**config.mk**
```make
export PLATFORM = sky130hd
export DESIGN_NAME = clkloss_sup
export DESIGN_NICKNAME = d
export VERILOG_FILES = /design/src/rtl/clkloss_pkg.sv /design/src/rtl/clkloss_edge.sv /design/src/rtl/clkloss_timer.sv /design/src/rtl/clkloss_flags.sv /design/src/rtl/clkloss_sup.sv
export SDC_FILE = /design/constraint.sdc
export NUM_CORES = 1
export LEC_CHECK = 0
export CORE_AREA = 2 2 43 45
export CTS_CLUSTER_DIAMETER = 30
export CTS_CLUSTER_SIZE = 14
export DETAILED_ROUTE_END_ITERATION = 10
export DIE_AREA = 0 0 45 47
export GPL_TIMING_DRIVEN = 0
export PLACE_DENSITY = 0.69
export SYNTH_ARGS = -nofsm -noshare
export SYNTH_HDL_FRONTEND = slang
export SYNTH_SLANG_ARGS = --single-unit
```
**constraint.sdc**
```tcl
create_clock -name clk -period 1.36 [get_ports clk]
set_input_delay 0.34 -clock clk [delete_from_list [all_inputs] [get_ports clk]]
set_output_delay 0.34 -clock clk [all_outputs]
set_load 0.01 [all_outputs]
```
**src/rtl/clkloss_pkg.sv**
```systemverilog
package clkloss_pkg;
  // events handed from the timer to the indication stage
  typedef struct packed {
    logic rise;
    logic expire;
  } sup_evt_t;
endpackage

```
**src/rtl/clkloss_edge.sv**
```systemverilog
module clkloss_edge #(
  parameter int STAGES = 2
) (
  input  logic clk,
  input  logic rst_n,
  input  logic raw_i,
  output logic rise_o
);
  logic [STAGES-1:0] pipe_q;
  logic              prev_q;

  always_ff @(posedge clk or negedge rst_n) begin
    if (!rst_n) pipe_q[0] <= 1'b0;
    else        pipe_q[0] <= raw_i;
  end

  for (genvar g = 1; g < STAGES; g++) begin : g_stage
    always_ff @(posedge clk or negedge rst_n) begin
      if (!rst_n) pipe_q[g] <= 1'b0;
      else        pipe_q[g] <= pipe_q[g-1];
    end
  end

  always_ff @(posedge clk or negedge rst_n) begin
    if (!rst_n) prev_q <= 1'b0;
    else        prev_q <= pipe_q[STAGES-1];
  end

  assign rise_o = pipe_q[STAGES-1] & ~prev_q;

  AST_RISE_SPACING: assert property (@(posedge clk) disable iff (!rst_n)
    rise_o |=> !rise_o);
endmodule

```
**src/rtl/clkloss_timer.sv**
```systemverilog
module clkloss_timer
  import clkloss_pkg::*;
#(
  parameter int CNT_W = 8
) (
  input  logic             clk,
  input  logic             rst_n,
  input  logic             en_i,
  input  logic             rise_i,
  input  logic [CNT_W-1:0] reload_i,
  output sup_evt_t         evt_o
);
  localparam logic [CNT_W-1:0] ONE = CNT_W'(1);
  logic [CNT_W-1:0] cnt_q;

  always_ff @(posedge clk or negedge rst_n) begin
    if (!rst_n)                cnt_q <= '0;
    else if (!en_i || rise_i)  cnt_q <= reload_i;
    else if (cnt_q != '0)      cnt_q <= cnt_q - ONE;
  end

  assign evt_o.rise   = en_i & rise_i;
  assign evt_o.expire = en_i & ~rise_i & (cnt_q == ONE);

  AST_CNT_HOLD: assert property (@(posedge clk) disable iff (!rst_n)
    (en_i && !rise_i && cnt_q == '0) |=> (cnt_q == '0));
  AST_RELOAD_ON_EDGE: assert property (@(posedge clk) disable iff (!rst_n)
    (en_i && rise_i) |=> (cnt_q == $past(reload_i)));
endmodule

```
**src/rtl/clkloss_flags.sv**
```systemverilog
module clkloss_flags
  import clkloss_pkg::*;
(
  input  logic     clk,
  input  logic     rst_n,
  input  logic     en_i,
  input  sup_evt_t evt_i,
  output logic     loss_o,
  output logic     act_o,
  output logic     off_o
);
  always_ff @(posedge clk or negedge rst_n) begin
    if (!rst_n) begin
      loss_o <= 1'b0;
      act_o  <= 1'b0;
      off_o  <= 1'b0;
    end else if (!en_i) begin
      loss_o <= 1'b0;
      act_o  <= 1'b0;
      off_o  <= 1'b0;
    end else begin
      loss_o <= evt_i.expire;
      act_o  <= evt_i.rise & off_o;
      if (evt_i.expire)    off_o <= 1'b1;
      else if (evt_i.rise) off_o <= 1'b0;
    end
  end

  AST_ACT_NEEDS_OFF: assert property (@(posedge clk) disable iff (!rst_n)
    $rose(act_o) |-> $past(off_o));
  AST_OFF_WITH_LOSS: assert property (@(posedge clk) disable iff (!rst_n)
    $rose(off_o) |-> loss_o);
endmodule

```
**src/rtl/clkloss_sup.sv**
```systemverilog
module clkloss_sup
  import clkloss_pkg::*;
#(
  parameter int CNT_W       = 8,
  parameter int SYNC_STAGES = 2
) (
  input  logic             clk,
  input  logic             rst_n,
  input  logic             bclk_raw,
  input  logic             sup_en,
  input  logic [CNT_W-1:0] reload_val,
  output logic             loss_irq,
  output logic             act_irq,
  output logic             clk_off
);
  logic     rise;
  sup_evt_t evt;

  clkloss_edge #(.STAGES(SYNC_STAGES)) u_edge (
    .clk(clk), .rst_n(rst_n), .raw_i(bclk_raw), .rise_o(rise)
  );

  clkloss_timer #(.CNT_W(CNT_W)) u_timer (
    .clk(clk), .rst_n(rst_n), .en_i(sup_en), .rise_i(rise),
    .reload_i(reload_val), .evt_o(evt)
  );

  clkloss_flags u_flags (
    .clk(clk), .rst_n(rst_n), .en_i(sup_en), .evt_i(evt),
    .loss_o(loss_irq), .act_o(act_irq), .off_o(clk_off)
  );

  AST_LOSS_PULSE: assert property (@(posedge clk) disable iff (!rst_n)
    loss_irq |=> !loss_irq);
  AST_ACT_PULSE: assert property (@(posedge clk) disable iff (!rst_n)
    act_irq |=> !act_irq);
  AST_DISABLED_QUIET: assert property (@(posedge clk) disable iff (!rst_n)
    !sup_en |=> (!loss_irq && !act_irq && !clk_off));
  AST_NOT_BOTH: assert property (@(posedge clk) disable iff (!rst_n)
    !(loss_irq && act_irq));
endmodule

```
==> flow_summary_export.csv, run 1 <==
group,metric,value,unit
outcome,outcome,"finished, violations left",
outcome,violations,"setup timing",
critical_path,critical_path.top_delay_family,"simple AND/OR/NAND/NOR gates",
synthesis,synthesis.nets,78,
sta,tns,-0.2932,ns
placement,dp_slack,-0.2390,ns
cts,cts.sink_count,14,
critical_path,critical_path_class,"flop to flop",
sta,finalSetupViolations,6,
sta,slew_headroom,60.66,%
power,vdd_drop_max,0.4725,mV
critical_path,slowest_delay,0.43,ns
routing,detail_route.wl_per_cell,10.92,um
cts,cts_inserted_buffers,3,
placement,gp_congestion,0.7748,
routing,dr.pass1.iters,3,
grt,overflow,0,
synthesis,synth_common_cells,"dfrtp_1, nand2_1, nor2_1",
synthesis,syn_avg_cell_area,10.59,sq um
critical_path,crit_chain,"nor4_4, and3_1, buf_6, nor3_2, a221o_1",
floorplanning,die_y,47,um
routing,num_vias,510,
synthesis,ys.warnings.count,0,
power,p_sw,269.9,uW
power,finalPower,1.010,mW
routing,route.detailed.drc,0,
placement,numPortBuffers,14,
floorplanning,core-area,0.001652,sq mm
cts,insertion_delay,0.28,ns
grt,grt_start_max_net_pins,15,
power,swShare,26.72,%
synthesis,async_flop_share,100.0,%
critical_path,crit_slowest_cell,"dfrtp_2",
floorplanning,dieWidth,45,um
finish,drive_gt1_share,29.55,%
sta,setup_slack,-0.09754,ns
synthesis,synth_flop_cell,"dfrtp_1",
power,comb_power_share,21.9,%
sta,worst_pin_slew,0.5882,ns
routing,drtIter0Drc,4,
sta,finalHoldViolations,0,
routing,wl,1147,um
cts,root_buffer,"clkbuf_4",
grt,antenna_found_initial,0,
run,drv_cap,0,
floorplanning,rows,15,
finish,area_delta_synth_final,44.84,%
finish,nets,104,
synthesis,ys_types,24,
cts,path_clk_slew,0.08,ns
critical_path,required,1.53,ns
synthesis,yosysMostFrequentCell,"dfrtp_1",
cts,clock_path_buffers,2,
routing,drtAntennaViolNets,0,
critical_path,path_buf_inv,1,
cts,h-tree-depth,1,
power,p_leak,0.4346,nW
cts,cts_tree,"done",
synthesis,synth_top_area_cell,"dfrtp_1",
synthesis,syn-cell-area,666.9,sq um
synthesis,synth_top_cell_area_share,52.53,%
synthesis,ys_ff_latch,14,
critical_path,worst-path-max-fanout,6,
synthesis,synth-edff-count,0,
sta,rsz0062_at_grt,"yes",
synthesis,ys_seq_area_share,52.53,%
grt,grt_pass1_vias,466,
power,power-per-cell-area,1045,mW/mm^2
floorplanning,io_pins,15,
placement,dp_hpwl,817.4,um
grt,grt_usage,13.60,%
hold_path,hp-class,"flop to flop",
finish,antennaDiodeCount,0,
critical_path,crit_path_start_kind,"flop",
synthesis,synth_area_leaders,"dfrtp_1, ha_1, nand2_1",
sta,period_needed,1.458,ns
sta,final.setup_skew,0.003325,ns
sta,slew_violations,0,
floorplanning,initial_utilization,40.38,%
power,internal-power,739.9,uW
sta,fmax,686.1,MHz
routing,viasPerCell,4.857,
critical_path,crit_path_end_kind,"flop",
power,seq_power_share,48.8,%
sta,min_period_over_period,107.2,%
cts,holdBufCountCts,0,
power,p_clk_share,29.3,%
floorplanning,die_area,0.002115,sq mm
synthesis,synth_cells,63,
grt,grt_pass1_wl,1925,um
critical_path,cp_data_arrival_time,1.63,ns
==> worst paths after layout <==
kind,start,end,slack [ns],cells after the start
worst max-delay path,u_timer.cnt_q[3]$_DFFE_PN0P_,u_timer.cnt_q[1]$_DFFE_PN0P_,-0.1,5
worst min-delay path,u_edge.pipe_q[0]$_DFF_PN0_,u_edge.pipe_q[1]$_DFF_PN0_,0.35,0
worst max register to register,u_timer.cnt_q[3]$_DFFE_PN0P_,u_timer.cnt_q[1]$_DFFE_PN0P_,-0.1,5
worst min register to register,u_edge.pipe_q[0]$_DFF_PN0_,u_edge.pipe_q[1]$_DFF_PN0_,0.35,0
max in group asynchronous,rst_n,u_timer.cnt_q[4]$_DFFE_PN0P_,0.52,1
min in group asynchronous,rst_n,u_timer.cnt_q[0]$_DFFE_PN0P_,0.43,1
==> layout make-up <==
| type | instances | area, sq um |
|---|---|---|
| Multi-Input combinational cell | 44 | 334.1 |
| Timing Repair Buffer | 21 | 193.9 |
| Fill cell | 143 | 685.7 |
| Tap cell | 17 | 21.27 |
| Inverter | 3 | 11.26 |
| Buffer | 2 | 16.27 |
| Clock buffer | 4 | 36.28 |
| Sequential cell | 14 | 352.8 |
==> registers in the layout (all words and copies together) (netlist names) <==
| signal | flops |
|---|---|
| u_timer.cnt_q | 8 |
| u_edge.pipe_q | 2 |
| u_edge.prev_q | 1 |
| u_flags.act_o | 1 |
| u_flags.loss_o | 1 |
| u_flags.off_o | 1 |
==> metal layers <==
| layer | global-route usage, % | part of all wire (%) |
|---|---|---|
| met1 | 16.14 | 44 |
| met2 | 20.00 | 49 |
| met3 | 5.000 | 4.4 |
| met4 | 10.59 | 2.4 |
| met5 | 0 | 0 |
==> power by group through the flow <==
stage          Combinational, mW  Clock [mW]  Sequential, mW
2_1_floorplan              0.113           0           0.486
3_3_place_gp               0.169           0           0.492
3_5_place_dp               0.171           0           0.494
4_1_cts                    0.203       0.309           0.488
5_1_grt                    0.248       0.328           0.497
6_report                   0.221       0.295           0.493
==> logic make-up after synthesis <==
logic type               synth area share [%]
XOR/XNOR                                7.881
adder cells (fa/ha/maj)                 5.629
flip-flops                              52.53
multiplexers                            1.501
AND/OR/NAND/NOR                         18.01
buffers and inverters                   3.939
AO/OA/AOI/OAI                           10.51
==> cell usage in the layout, fill, tap and decap left out, types with 2 or more instances in the layout <==
| master | count |
|---|---|
| a22o_1 | 2 |
| inv_2 | 2 |
| xor2_1 | 3 |
| buf_4 | 6 |
| nand2b_1 | 2 |
| dlygate4sd2_1 | 2 |
| a21oi_1 | 2 |
| clkbuf_4 | 3 |
| ha_2 | 2 |
| nand2_1 | 8 |
| xnor2_1 | 3 |
| o31ai_1 | 2 |
| nor2_1 | 6 |
| dfrtp_2 | 2 |
| dfrtp_1 | 12 |
| clkdlybuf4s50_1 | 11 |
| buf_6 | 2 |
==> per-stage QoR <==
step                hold WS, ns  area (sq um)  std cells  util (%)
floorplan               0.04441         666.9         63         -
global placement         0.3355         828.3         94     50.15
detailed placement       0.3347         828.3         94     50.15
CTS                      0.3535         917.1        102     55.53
global route             0.3615         965.9        105     58.48
finish                   0.3513         965.9        105     58.48
==> timing repair <==
action | in CTS | in global routing
endpoints found under the setup margin | 8 | 11
pin swaps | 5 | 2
buffers inserted | 4 | 3
gates resized for setup | 11 | 9
Note: power is estimated with default switching activity, not from simulation.
==> inputs of run 2 (changes only) <==
--- a/config.mk
+++ b/config.mk
@@ -5,13 +5,12 @@
 export SDC_FILE = /design/constraint.sdc
 export NUM_CORES = 1
 export LEC_CHECK = 0
-export CORE_AREA = 2 2 43 45
+export CORE_AREA = 2 2 47 49
 export CTS_CLUSTER_DIAMETER = 30
 export CTS_CLUSTER_SIZE = 14
 export DETAILED_ROUTE_END_ITERATION = 10
-export DIE_AREA = 0 0 45 47
+export DIE_AREA = 0 0 49 51
 export GPL_TIMING_DRIVEN = 0
-export PLACE_DENSITY = 0.69
 export SYNTH_ARGS = -nofsm -noshare
 export SYNTH_HDL_FRONTEND = slang
 export SYNTH_SLANG_ARGS = --single-unit
==> flow_summary_export.csv, run 2 (synthesis results as in run 1) <==
group,metric,value,unit
outcome,outcome,"finished, violations left",
outcome,violations,"setup timing",
power,vdd_drop_max,0.6541,mV
cts,clock_path_buffers,2,
grt,gr-usage-met1,12.83,%
finish,final_cell_mix,"dfrtp_1, clkdlybuf4s50_1, nand2_1",
cts,h-tree-depth,1,
critical_path,critical_path_class,"flop to flop",
routing,drtAntennaViolNets,0,
cts,cts_tree,"done",
power,seq_power_share,49.3,%
grt,met3_usage,1.754,%
floorplanning,initial_utilization,32.32,%
finish,final_core_util,45.24,%
cts,cts.sink_count,14,
placement,placed_cells,105,
routing,route.detailed.drc,0,
hold_path,hp-class,"flop to flop",
sta,tns,-0.1840,ns
grt,grt_pass1_vias,514,
sta,slew_headroom,58.70,%
power,internal-power,727.5,uW
sta,min_period_over_period,106.5,%
finish,seq_area,352.8,sq um
routing,dr.pass1.iters,3,
sta,setup_slack,-0.08885,ns
routing,drtIter0Drc,9,
critical_path,slowest_delay,0.41,ns
floorplanning,io_pins,15,
critical_path,crit_slowest_cell,"dfrtp_1",
finish,largest_reg_flops,8,
critical_path,crit_chain,"nor4_4, and3_1, buf_6, nor3_4, a221o_1",
cts,root_buffer,"clkbuf_4",
finish,top_register,"u_timer.cnt_q",
grt,grt_start_max_net_pins,15,
cts,holdBufCountCts,0,
run,drv_cap,0,
sta,period_needed,1.449,ns
cts,insertion_delay,0.28,ns
finish,n_fill_cell,215,
sta,final.setup_skew,0.0009093,ns
cts,cts_inserted_buffers,3,
sta,worst_pin_slew,0.6176,ns
power,swShare,26.70,%
critical_path,r2r_end,"u_timer.cnt_q[1]$_DFFE_PN0P_",
grt,overflow,0,
grt,use_met2,19.18,%
critical_path,rr_startpoint,"u_timer.cnt_q[6]$_DFFE_PN0P_",
sta,finalSetupViolations,6,
critical_path,cp_data_arrival_time,1.62,ns
grt,grt_usage,11.27,%
power,power-per-cell-area,1063,mW/mm^2
sta,rsz0062_at_grt,"yes",
finish,drive_gt1_share,22.35,%
grt,grt_pass1_wl,2104,um
floorplanning,die_area,0.002499,sq mm
sta,finalHoldViolations,0,
critical_path,cp-endpoint,"u_timer.cnt_q[1]$_DFFE_PN0P_",
critical_path,worst-path-max-fanout,6,
hold_path,whs_path_depth,0,
placement,dp_slack,-0.2420,ns
placement,gp_congestion,0.7972,
critical_path,crit_path_end_kind,"flop",
finish,antennaDiodeCount,0,
power,p_clk_share,29.8,%
critical_path,required,1.53,ns
finish,area_delta_synth_final,39.96,%
routing,wl,1228,um
power,p_sw,264.9,uW
grt,top_usage_layer,"met2",
floorplanning,die_y,51,um
power,p_leak,0.4170,nW
finish,stdcell_count,113,
finish,nets,101,
placement,dp_hpwl,902.7,um
finish,multi_input_area,316.6,sq um
critical_path,crit_path_start_kind,"flop",
cts,path_clk_slew,0.08,ns
placement,numPortBuffers,14,
power,comb_power_share,20.9,%
critical_path,ff2ff_setup_slack,-0.09,ns
sta,fmax,690.2,MHz
critical_path,setup.worst_path.start,"u_timer.cnt_q[6]$_DFFE_PN0P_",
floorplanning,dieWidth,49,um
sta,slew_violations,0,
critical_path,rr_worst_depth,5,
routing,num_vias,504,
grt,antenna_found_initial,0,
sta,holdWs,0.3585,ns
finish,reg_top3,"u_timer.cnt_q (8), u_edge.pipe_q (2)",
floorplanning,core-area,0.002063,sq mm
finish,mostFrequentLayoutCell,"dfrtp_1",
routing,detail_route.wl_per_cell,10.87,um
routing,viasPerCell,4.460,
floorplanning,rows,17,
-- run 2: cell count changes in the layout (fill, tap and decap cells not counted), sizes merged --
| cell | change |
|---|---|
| buf | -3 |
| clkdlybuf4s15 | -1 |
| dlygate4sd2 | +1 |
-- run 2: what timing repair did --
action / 4_1_cts / 5_1_grt
buffers inserted: 4 / 0
pin swaps: 3 / 1
gates resized for setup: 7 / 5
setup endpoints to repair: 8 / 8
-- run 2: stage by stage --
step                      total power, mW  area (sq um)
final                              0.9924         933.4
after global routing                1.059         933.4
after CTS                           1.003         917.1
after detailed placement           0.6682         842.1
after global placement             0.6648         842.1
after floorplan                    0.5989         666.9
-- run 2: worst min-delay path by stage --
stage | endpoint | slack (ns) | startpoint
floorplan | u_edge.pipe_q[0]$_DFF_PN0_ | 0.04 | rst_n
global placement | u_edge.pipe_q[1]$_DFF_PN0_ | 0.33 | u_edge.pipe_q[0]$_DFF_PN0_
detailed placement | u_edge.pipe_q[1]$_DFF_PN0_ | 0.34 | u_edge.pipe_q[0]$_DFF_PN0_
CTS | u_edge.pipe_q[1]$_DFF_PN0_ | 0.37 | u_edge.pipe_q[0]$_DFF_PN0_
global route | u_edge.pipe_q[1]$_DFF_PN0_ | 0.37 | u_edge.pipe_q[0]$_DFF_PN0_
finish | u_edge.pipe_q[1]$_DFF_PN0_ | 0.36 | u_edge.pipe_q[0]$_DFF_PN0_
-- run 2: final cells by class --
class	count	area share, %
well taps	28	3.753
flip-flops and latches	14	37.80
clock buffers	4	3.887
multi-input cells	44	33.91
inverters	3	1.206
repair buffers	18	17.83
plain buffers	2	1.609
-- run 2: power groups by stage --
stage          Sequential [mW]  Combinational (mW)  Clock [mW]
2_1_floorplan            0.486               0.113           0
3_3_place_gp             0.493               0.172           0
3_5_place_dp             0.493               0.175           0
4_1_cts                  0.488               0.201       0.315
5_1_grt                  0.494               0.232       0.333
6_report                 0.489               0.207       0.296
-- run 2: critical path: cells and delay by family (launching register included) --
kind / cells / cell delay, ns
compound gates: 1 / 0.25
simple gates: 3 / 0.54
buf+inv: 1 / 0.13
flops: 1 / 0.41
-- run 2: per-layer routing --
metal	vias up	share of wire [%]	routed length, um
met5	-	0	0
met4	0	2.4	29
met3	4	2.2	27
met2	7	51	623
met1	237	45	548
li1	256	-	-
==> inputs of run 3 (changes only) <==
--- a/config.mk
+++ b/config.mk
@@ -5,11 +5,12 @@
 export SDC_FILE = /design/constraint.sdc
 export NUM_CORES = 1
 export LEC_CHECK = 0
-export CORE_AREA = 2 2 47 49
+export ABC_AREA = 1
+export CORE_AREA = 2 2 50 52
 export CTS_CLUSTER_DIAMETER = 30
 export CTS_CLUSTER_SIZE = 14
 export DETAILED_ROUTE_END_ITERATION = 10
-export DIE_AREA = 0 0 49 51
+export DIE_AREA = 0 0 52 54
 export GPL_TIMING_DRIVEN = 0
 export SYNTH_ARGS = -nofsm -noshare
 export SYNTH_HDL_FRONTEND = slang
==> flow_summary_export.csv, run 3 <==
group,metric,value,unit
outcome,outcome,"finished, final reports clean",
synthesis,ys_seq_area_share,44.09,%
finish,final_cell_mix,"nand2_1, nor2_1, dfrtp_1",
synthesis,synth_simple_gate_area_share,36.22,%
synthesis,ys_types,20,
floorplanning,initial_utilization,34.25,%
power,power-per-cell-area,952.1,mW/mm^2
floorplanning,rows,18,
grt,grt_usage,13.22,%
synthesis,synth-edff-count,0,
routing,route.detailed.drc,0,
sta,slew_violations,0,
synthesis,synth_common_cells,"nand2_1, nor2_1, inv_1",
sta,min_period_over_period,95.50,%
synthesis,syn-cell-area,794.5,sq um
synthesis,yosysMostFrequentCell,"nand2_1",
placement,gp_congestion,0.8314,
synthesis,synth_cells,101,
grt,antenna_found_initial,0,
routing,drtIter0Drc,11,
critical_path,worst-path-max-fanout,3,
floorplanning,die_y,54,um
finish,n_fill_cell,240,
synthesis,ys.warnings.count,0,
critical_path,path_buf_inv,1,
critical_path,slowest_delay,0.39,ns
power,vdd_drop_max,0.5321,mV
hold_path,hp-class,"flop to flop",
routing,detail_route.wl_per_cell,10.33,um
finish,nets,141,
sta,fmax,770.0,MHz
routing,num_vias,691,
floorplanning,core-area,0.002320,sq mm
finish,area_delta_synth_final,37.01,%
finish,drive_gt1_share,21.60,%
critical_path,critical_path_class,"flop to primary output",
floorplanning,dieWidth,52,um
critical_path,crit_slowest_cell,"dfrtp_1",
synthesis,syn_avg_cell_area,7.866,sq um
finish,antennaDiodeCount,0,
power,p_leak,0.5549,nW
critical_path,cp_data_arrival_time,0.96,ns
sta,worst_pin_slew,0.6427,ns
floorplanning,die_area,0.002808,sq mm
synthesis,synth_flop_cell,"dfrtp_1",
finish,final_core_util,46.93,%
cts,root_buffer,"clkbuf_4",
cts,cts.sink_count,14,
cts,h-tree-depth,1,
grt,overflow,0,
synthesis,async_flop_share,100.0,%
run,drv_cap,0,
cts,clock_path_buffers,2,
synthesis,synth_top_area_cell,"dfrtp_1",
synthesis,synthesis.nets,116,
synthesis,synth-xor-area-share,0,%
routing,wl,1601,um
synthesis,synth_compound_area_share,6.614,%
routing,dr.pass1.iters,4,
routing,viasPerCell,4.458,
cts,insertion_delay,0.28,ns
grt,grt_start_max_net_pins,15,
finish,top_register,"u_timer.cnt_q",
sta,final.setup_skew,0.003161,ns
finish,largest_reg_flops,8,
sta,slew_headroom,57.02,%
finish,mostFrequentLayoutCell,"nand2_1",
sta,finalHoldViolations,0,
sta,finalSetupViolations,0,
placement,numPortBuffers,14,
finish,reg_top3,"u_timer.cnt_q (8), u_edge.pipe_q (2)",
critical_path,crit_path_end_kind,"primary output",
cts,holdBufCountCts,0,
power,finalPower,1.036,mW
synthesis,synth_area_leaders,"dfrtp_1, nand2_1, nor2_1",
sta,period_needed,1.299,ns
synthesis,synth_top_cell_area_share,44.09,%
cts,cts_tree,"done",
floorplanning,io_pins,15,
critical_path,required,1.02,ns
cts,cts_inserted_buffers,3,
critical_path,crit_path_start_kind,"flop",
cts,path_clk_slew,0.08,ns
critical_path,crit_chain,"dlygate4sd2_1",
synthesis,ys_ff_latch,14,
routing,drtAntennaViolNets,0,
critical_path,critical_path.top_delay_family,"flip-flops",
grt,grt_pass1_wl,2594,um
sta,tns,0,ns
synthesis,synth_mux_area_share,0,%
grt,grt_pass1_vias,615,
synthesis,synth_top_family_by_area,"simple AND/OR/NAND/NOR gates",
synthesis,synth_fa_ha_area_share,4.724,%
placement,dp_hpwl,1211,um
==> run 3: cell count changes in the layout (fill, tap and decap cells not counted), sizes merged, moves of 3 or more <==
cell,change
o21ai,+5
xor2,-3
nor2,+13
inv,+14
nand2,+17
nand3,+7
o31ai,-3
xnor2,-3
==> run 3: report_power, final <==
group / internal (mW) / switching (mW)
clock: 0.163 / 0.134
combinational: 0.117 / 0.141
sequential: 0.448 / 0.0332
total: 0.728 / 0.309
==> run 3: layer usage <==
layer	part of all wire (%)	up-vias	GRT usage (%)	wire length, um
li1	-	366	-	-
met1	45	308	14.21	718
met2	49	12	23.42	785
met3	2.9	5	1.667	47
met4	3.0	0	10.53	48
met5	0	-	0	0
==> run 3: repair_timing <==
item                                    CTS  global route
buffers inserted                          1             5
gates resized for setup                   6             6
endpoints found under the setup margin   10             7
pin swaps                                 0             1
==> run 3: worst paths after layout <==
check,startpoint,to,slack (ns),depth (start not counted)
max reg2reg,u_timer.cnt_q[0]$_DFFE_PN0P_,u_timer.cnt_q[1]$_DFFE_PN0P_,0.07,7
min,u_edge.pipe_q[0]$_DFF_PN0_,u_edge.pipe_q[1]$_DFF_PN0_,0.37,0
max in group asynchronous,rst_n,u_timer.cnt_q[3]$_DFFE_PN0P_,0.50,1
min in group asynchronous,rst_n,u_timer.cnt_q[6]$_DFFE_PN0P_,0.45,1
min reg2reg,u_edge.pipe_q[0]$_DFF_PN0_,u_edge.pipe_q[1]$_DFF_PN0_,0.37,0
max,u_flags.off_o$_DFFE_PN0P_,clk_off,0.06,1
==> run 3: final cells by class <==
class | count | area, sq um | share of cell area (%)
sequential | 14 | 350.3 | 32.18
multi-input combinational | 70 | 414.1 | 38.05
inverter | 17 | 68.82 | 6.322
clock buffer | 4 | 36.28 | 3.333
tap | 30 | 37.54 | 3.448
timing repair buffer | 20 | 181.4 | 16.67
==> run 3: per-stage QoR <==
step | instance area, sq um | std cells | worst slack [ns] | hold slack (ns)
after CTS | 1015 | 150 | 0.01567 | 0.3731
after detailed placement | 972.2 | 145 | -0.2818 | 0.3544
after global placement | 972.2 | 145 | -0.2129 | 0.3368
final | 1089 | 155 | 0.06124 | 0.3718
after floorplan | 794.5 | 101 | 0.09087 | 0.04441
after global routing | 1089 | 155 | -0.009073 | 0.3923
==> run 3: logic make-up (layout without fill, tap and decap cells) <==
kind of cell    Yosys count  after routing
simple gates             58             58
buf+inv                  17             41
flops                    14             14
compound gates            9              9
fa+ha+maj                 3              3
